==> src/rtl/tsbus_pkg.sv <==
package tsbus_pkg;
  // Action applied to the simulation time at the next edge
  typedef enum logic {
    TACT_HOLD = 1'b0,
    TACT_STEP = 1'b1
  } tact_e;
endpackage

==> src/rtl/tsbus_rstsync.sv <==
module tsbus_rstsync (
  input  logic clk,
  input  logic rst_n,
  output logic rst_q
);
  logic ff1_q, ff2_q;
  logic ff1_d, ff2_d;

  always_comb begin
    ff1_d = 1'b1;
    ff2_d = ff1_q;
  end

  always_ff @(posedge clk or negedge rst_n) begin
    if (!rst_n) begin
      ff1_q <= 1'b0;
      ff2_q <= 1'b0;
    end else begin
      ff1_q <= ff1_d;
      ff2_q <= ff2_d;
    end
  end

  assign rst_q = ff2_q;
endmodule

==> src/rtl/tsbus_elig.sv <==
module tsbus_elig #(
  parameter int N_NODES     = 8,
  parameter int TS_W        = 16,
  parameter int READY_DELTA = 1
) (
  input  logic                    en,
  input  logic [N_NODES-1:0]      ready,
  input  logic [N_NODES*TS_W-1:0] ts,
  input  logic [TS_W-1:0]         now,
  output logic [N_NODES-1:0]      elig
);
  localparam logic signed [TS_W-1:0] DLT = TS_W'(READY_DELTA);

  for (genvar i = 0; i < N_NODES; i++) begin : g_node
    logic [TS_W-1:0] diff;
    logic            in_win;
    always_comb begin
      diff    = ts[i*TS_W +: TS_W] - now;
      in_win  = ($signed(diff) <= DLT);
      elig[i] = en & ready[i] & in_win;
    end
  end
endmodule

==> src/rtl/tsbus_chain.sv <==
module tsbus_chain #(
  parameter int LEN   = 4,
  parameter int POS_W = 2
) (
  input  logic             clk,
  input  logic             rst_n,
  input  logic [LEN-1:0]   req,
  output logic             found,
  output logic [POS_W-1:0] pos
);
  logic [LEN-1:0] gnt;
  logic [LEN:0]   taken;

  // ripple priority chain: earliest request wins
  always_comb begin
    taken[0] = 1'b0;
    for (int k = 0; k < LEN; k++) begin
      gnt[k]     = req[k] & ~taken[k];
      taken[k+1] = taken[k] | req[k];
    end
    found = taken[LEN];
  end

  always_comb begin
    pos = '0;
    for (int k = 0; k < LEN; k++) begin
      if (gnt[k]) pos = pos | POS_W'(k);
    end
  end

  AST_CHAIN_ONEHOT: assert property (@(posedge clk) disable iff (!rst_n)
    $onehot0(gnt));
  AST_CHAIN_HIT: assert property (@(posedge clk) disable iff (!rst_n)
    (req != '0) |-> (gnt != '0));
endmodule

==> src/rtl/tsbus_sched.sv <==
module tsbus_sched
  import tsbus_pkg::*;
#(
  parameter int N_NODES     = 8,
  parameter int TS_W        = 16,
  parameter int READY_DELTA = 1,
  localparam int IDX_W      = (N_NODES > 1) ? $clog2(N_NODES) : 1,
  localparam int LEN_E      = (N_NODES + 1) / 2,
  localparam int LEN_O      = N_NODES / 2,
  localparam int POS_E_W    = (LEN_E > 1) ? $clog2(LEN_E) : 1,
  localparam int POS_O_W    = (LEN_O > 1) ? $clog2(LEN_O) : 1
) (
  input  logic                    clk,
  input  logic                    rst_n,
  input  logic [N_NODES-1:0]      node_ready,
  input  logic [N_NODES*TS_W-1:0] node_ts,
  output logic [N_NODES-1:0]      node_deq,
  output logic                    bus_valid,
  output logic [IDX_W-1:0]        bus_src,
  output logic [TS_W-1:0]         bus_ts,
  output logic [TS_W-1:0]         cur_time
);
  localparam logic signed [TS_W-1:0] DLT = TS_W'(READY_DELTA);

  logic               rst_q;
  logic [N_NODES-1:0] elig;
  logic [LEN_E-1:0]   elig_e;
  logic [LEN_O-1:0]   elig_o;
  logic               found_e, found_o;
  logic [POS_E_W-1:0] pos_e;
  logic [POS_O_W-1:0] pos_o;
  logic [IDX_W-1:0]   idx_e, idx_o, sel;
  logic               any;
  tact_e              tact;
  logic [TS_W-1:0]    time_q, time_d;
  logic               time_en;

  tsbus_rstsync u_rst (
    .clk   (clk),
    .rst_n (rst_n),
    .rst_q (rst_q)
  );

  tsbus_elig #(
    .N_NODES     (N_NODES),
    .TS_W        (TS_W),
    .READY_DELTA (READY_DELTA)
  ) u_elig (
    .en    (rst_q),
    .ready (node_ready),
    .ts    (node_ts),
    .now   (time_q),
    .elig  (elig)
  );

  // split into interleaved halves
  for (genvar k = 0; k < LEN_E; k++) begin : g_even
    assign elig_e[k] = elig[2*k];
  end
  for (genvar k = 0; k < LEN_O; k++) begin : g_odd
    assign elig_o[k] = elig[2*k+1];
  end

  tsbus_chain #(.LEN(LEN_E), .POS_W(POS_E_W)) u_chain_e (
    .clk   (clk),
    .rst_n (rst_q),
    .req   (elig_e),
    .found (found_e),
    .pos   (pos_e)
  );

  tsbus_chain #(.LEN(LEN_O), .POS_W(POS_O_W)) u_chain_o (
    .clk   (clk),
    .rst_n (rst_q),
    .req   (elig_o),
    .found (found_o),
    .pos   (pos_o)
  );

  // merge: lowest overall index wins
  always_comb begin
    idx_e = IDX_W'({pos_e, 1'b0});
    idx_o = IDX_W'({pos_o, 1'b1});
    any   = found_e | found_o;
    if (found_e && (!found_o || (idx_e < idx_o))) sel = idx_e;
    else                                          sel = idx_o;
  end

  // bus outputs and grant
  always_comb begin
    bus_valid = any;
    bus_src   = any ? sel : '0;
    node_deq  = '0;
    bus_ts    = '0;
    for (int i = 0; i < N_NODES; i++) begin
      if (any && (sel == IDX_W'(i))) begin
        node_deq[i] = 1'b1;
        bus_ts      = node_ts[i*TS_W +: TS_W];
      end
    end
  end

  // time next-state
  always_comb begin
    tact    = any ? TACT_HOLD : TACT_STEP;
    time_en = rst_q & (tact == TACT_STEP);
    time_d  = time_q + TS_W'(1);
  end

  always_ff @(posedge clk or negedge rst_n) begin
    if (!rst_n)       time_q <= '0;
    else if (time_en) time_q <= time_d;
  end

  assign cur_time = time_q;

  AST_ONE_GRANT: assert property (@(posedge clk) disable iff (!rst_q)
    $onehot0(node_deq));
  AST_TS_WINDOW: assert property (@(posedge clk) disable iff (!rst_q)
    bus_valid |-> ($signed(bus_ts - cur_time) <= DLT));
  AST_HOLD_TIME: assert property (@(posedge clk) disable iff (!rst_q)
    bus_valid |=> $stable(cur_time));
  AST_STEP_TIME: assert property (@(posedge clk) disable iff (!rst_q)
    !bus_valid |=> (cur_time == $past(cur_time) + TS_W'(1)));
  AST_GRANT_MATCH: assert property (@(posedge clk) disable iff (!rst_q)
    bus_valid |-> (node_deq[bus_src] && node_ready[bus_src]));
  AST_IDLE_NOGRANT: assert property (@(posedge clk) disable iff (!rst_q)
    !bus_valid |-> (node_deq == '0));
endmodule

==> config.mk <==
export PLATFORM = sky130hd
export DESIGN_NAME = tsbus_sched
export DESIGN_NICKNAME = d
export VERILOG_FILES = /design/src/rtl/tsbus_pkg.sv /design/src/rtl/tsbus_rstsync.sv /design/src/rtl/tsbus_elig.sv /design/src/rtl/tsbus_chain.sv /design/src/rtl/tsbus_sched.sv
export SDC_FILE = /design/constraint.sdc
export NUM_CORES = 1
export LEC_CHECK = 0
export ABC_AREA = 1
export BUFFER_PORTS_ARGS = -buffer_cell sky130_fd_sc_hd__clkbuf_2
export CORE_MARGIN = 3
export CORE_UTILIZATION = 59
export CTS_CLUSTER_SIZE = 40
export DETAILED_ROUTE_END_ITERATION = 10
export PLACE_DENSITY = 0.87
export SYNTH_ARGS = -nofsm -noshare
export SYNTH_HDL_FRONTEND = slang
export SYNTH_SLANG_ARGS = --single-unit
==> constraint.sdc <==
create_clock -name clk -period 4.92 [get_ports clk]
set_input_delay 0.246 -clock clk [delete_from_list [all_inputs] [get_ports clk]]
set_output_delay 0.246 -clock clk [all_outputs]
set_load 0.01 [all_outputs]
==> metrics.yaml <==
routing:
  drtIter0Drc: 1107
  wire_per_inst_um: 17.2
  num_vias: 13391
  avgViaCountPerCell: 5.83
  wl_mm: 39.5
  postRouteAntennaNets: 0
  drtPass1Iterations: 8
  drc: 0
worst_setup_path:
  critPathArrivalTime_ns: 4.67
  slowest_stage: "dfrtp_1"
  cpPeakStageDelay_ns: 0.45
  worstRegToRegCells: 22
  cp_data_required_time_ns: 4.67
  cp_max_fo: 10
  crit_path_end_kind: "primary output"
  r2r_start: "cur_time[10]"
  start_kind: "flip-flop"
  regToRegEndpoint: "cur_time[15]"
  worst-setup-path-type: "reg -> out"
  r2r_setup_slack_ns: 0.59
logic_synthesis:
  async_reset_ff_frac: 1.00
  syn_nets: 2104
  synth_ff_type: "dfrtp_1"
  seq_area_frac_synth: 0.0461
  synthCells: 1836
  synth_edf_count: 0
  synth.avg_cell_area_um2: 5.33
  ys_seq_elements: 18
  netlist_area_um2: 9780
  yosys.cell_types.count: 46
  synth_warnings: 0
layout:
  layout.cells.non_filler: 2298
  areaGrowthSynthToFinish_pct: 26.7
  final_cell_mix: "620 x nand2_1, 302 x inv_1, 194 x nand3_1"
  nets: 2351
  drive_above_1_share: 0.226
  regArea_um2: 458
  post-route-util: 0.772
  final_common_cell: "nand2_1"
  antenna-diode-count: 0
  multi_input_area_um2: 8770
  nFillCells: 1306
floorplan:
  fp-row-count: 46
  core_um2: 16100
  dieArea_um2: 18200
  die_y_um: 135
  die_w_um: 135
  start_util: 0.609
  ios: 182
clock_tree:
  cts_tree: "yes"
  htreeDepth: 1
  cts.sinks: 18
  clockRootBuffer: "clkbuf_16"
  cts_buffers: 3
  path_clk_slew_ns: 0.05
  clk_latency_ns: 0.25
  cts_buffer_depth: 2
global_route:
  grt_pass1_wl_mm: 56.9
  use_met3: 0.0440
  met2_usage: 0.661
  grt_start_max_net_pins: 27
  grt.overflow.total: 0
  grt_use_total: 0.391
  grt_pass1_vias: 11637
  top_usage_layer: "met2"
  antenna_found_initial: 1
  gr-usage-met1: 0.490
hold_path:
  holdPathStages: 0
  holdPathEnd: "u_rst.rst_q"
  min_from: "u_rst.ff1_q"
  min_path_type: "reg -> reg"
placement:
  gp_congestion: 1.05
  io_buffers: 181
  dp_cells: 2247
  hpwl_mm: 30.6
power:
  power_density_nw_per_um2: 302
  ir_worst_vdd_uv: 194
  power.leakage_nw: 7.25
  total_power_mw: 3.74
timing:
  fmax_mhz: 203
  setup_slack_ns: -0.000130
  rsz0062_at_grt: "true"
  maxSlewViolCount: 0
  finClkSkew_ns: 0.00194
  final.min_clock_period_ns: 4.92
  tightest_slew_ns: 0.542
  slew_headroom: 0.638
  whs_ns: 0.362
  setup_viol: 1
  fin_tns_setup_ns: -0.000130
  finalCritPeriodShare: 1.00
  final_hold_viol_count: 0
run_status:
  status: "finished, violations left"
  violations: "setup timing"
flow_run:
  maxCapViolations: 0
-- metrics by stage --
stage | instance area (um2) | setup slack, ns
2_1_floorplan | 9780 | 0.655
3_5_place_dp | 11100 | 0.0809
6_report | 12400 | -0.000130
4_1_cts | 11400 | 0.00882
3_3_place_gp | 11100 | 0.196
5_1_grt | 12400 | -0.231
-- cell usage after synthesis (all sizes together) (2+ instances only) --
cell type | n | area share
nand2 | 669 | 0.27
o211ai | 2 | 0.0015
o21a | 4 | 0.0031
or2 | 5 | 0.0032
nor3 | 18 | 0.011
nand4 | 46 | 0.029
nand3 | 212 | 0.11
ha | 122 | 0.16
and2 | 9 | 0.0058
o21bai | 16 | 0.012
buf | 14 | 0.0097
dfrtp | 18 | 0.046
o31ai | 3 | 0.0023
a21boi | 2 | 0.0015
inv | 324 | 0.12
fa | 8 | 0.016
xnor2 | 18 | 0.016
nor2 | 167 | 0.068
a21o | 4 | 0.0031
nand3b | 19 | 0.015
xor2 | 35 | 0.031
o21ai | 27 | 0.016
a21oi | 89 | 0.047
-- per-layer routing --
layer / wire length [um] / vias to the layer above / share of wire
met3: 4250 / 204 / 0.11
met1: 14900 / 5973 / 0.38
met2: 17700 / 860 / 0.45
li1: - / 6352 / -
met4: 2700 / 2 / 0.068
met5: 18 / - / 0.00046
-- sequential cells by signal, indices dropped and copies added, names as in the netlist --
signal / cells
u_rst.rst_q: 1
u_rst.ff1_q: 1
cur_time: 16
-- worst max-delay path, delay by kind of cell (launching register included) --
kind,cells,cell delay [ns]
XOR/XNOR,1,0.20
AND/OR/NAND/NOR,16,1.55
flip-flops,1,0.45
buffers and inverters,6,0.85
adder cells (fa/ha/maj),2,0.55
AO/OA/AOI/OAI,5,0.78
-- kinds of logic (layout without fill, tap and decap cells) --
kind of cell	count (synthesis)	in the layout	synth area share
adder cells (fa/ha/maj)	130	130	0.172
XOR/XNOR	53	53	0.0475
flip-flops	18	18	0.0461
other	1	1	0.000383
AND/OR/NAND/NOR	1146	1149	0.510
AO/OA/AOI/OAI	149	149	0.0888
buffers and inverters	339	582	0.135
-- how the worst max path moves through the flow --
| stage | cells past startpoint | start | to |
|---|---|---|---|
| 2_1_floorplan | 29 | cur_time[1] | bus_ts[14] |
| 3_3_place_gp | 31 | cur_time[0] | bus_ts[14] |
| 3_5_place_dp | 31 | cur_time[0] | bus_ts[14] |
| 4_1_cts | 35 | cur_time[3] | bus_ts[11] |
| 5_1_grt | 31 | cur_time[0] | bus_ts[4] |
| 6_report | 30 | cur_time[10] | bus_ts[4] |
-- report_power, final --
part,internal (mW),switching [mW]
logic,1.28,2.04
registers,0.176,0.0546
clock network,0.124,0.0607
-- final cells by class --
type                            count  area share
Sequential cell                    18      0.0369
Tap cell                          216      0.0218
Multi-Input combinational cell   1482       0.708
Clock buffer                        4     0.00717
Timing Repair Buffer              253       0.124
Inverter                          325       0.102
-- repair_timing --
| item | 4_1_cts | 5_1_grt |
|---|---|---|
| hold endpoints to repair | 18 | 0 |
| hold buffers | 1 | 0 |
| gates cloned | 0 | 3 |
| resized for setup | 8 | 203 |
| pin swaps | 0 | 43 |
| endpoints found under the setup margin | 16 | 24 |
| buffers inserted | 17 | 26 |
Power figures use the tool's default switching activity.
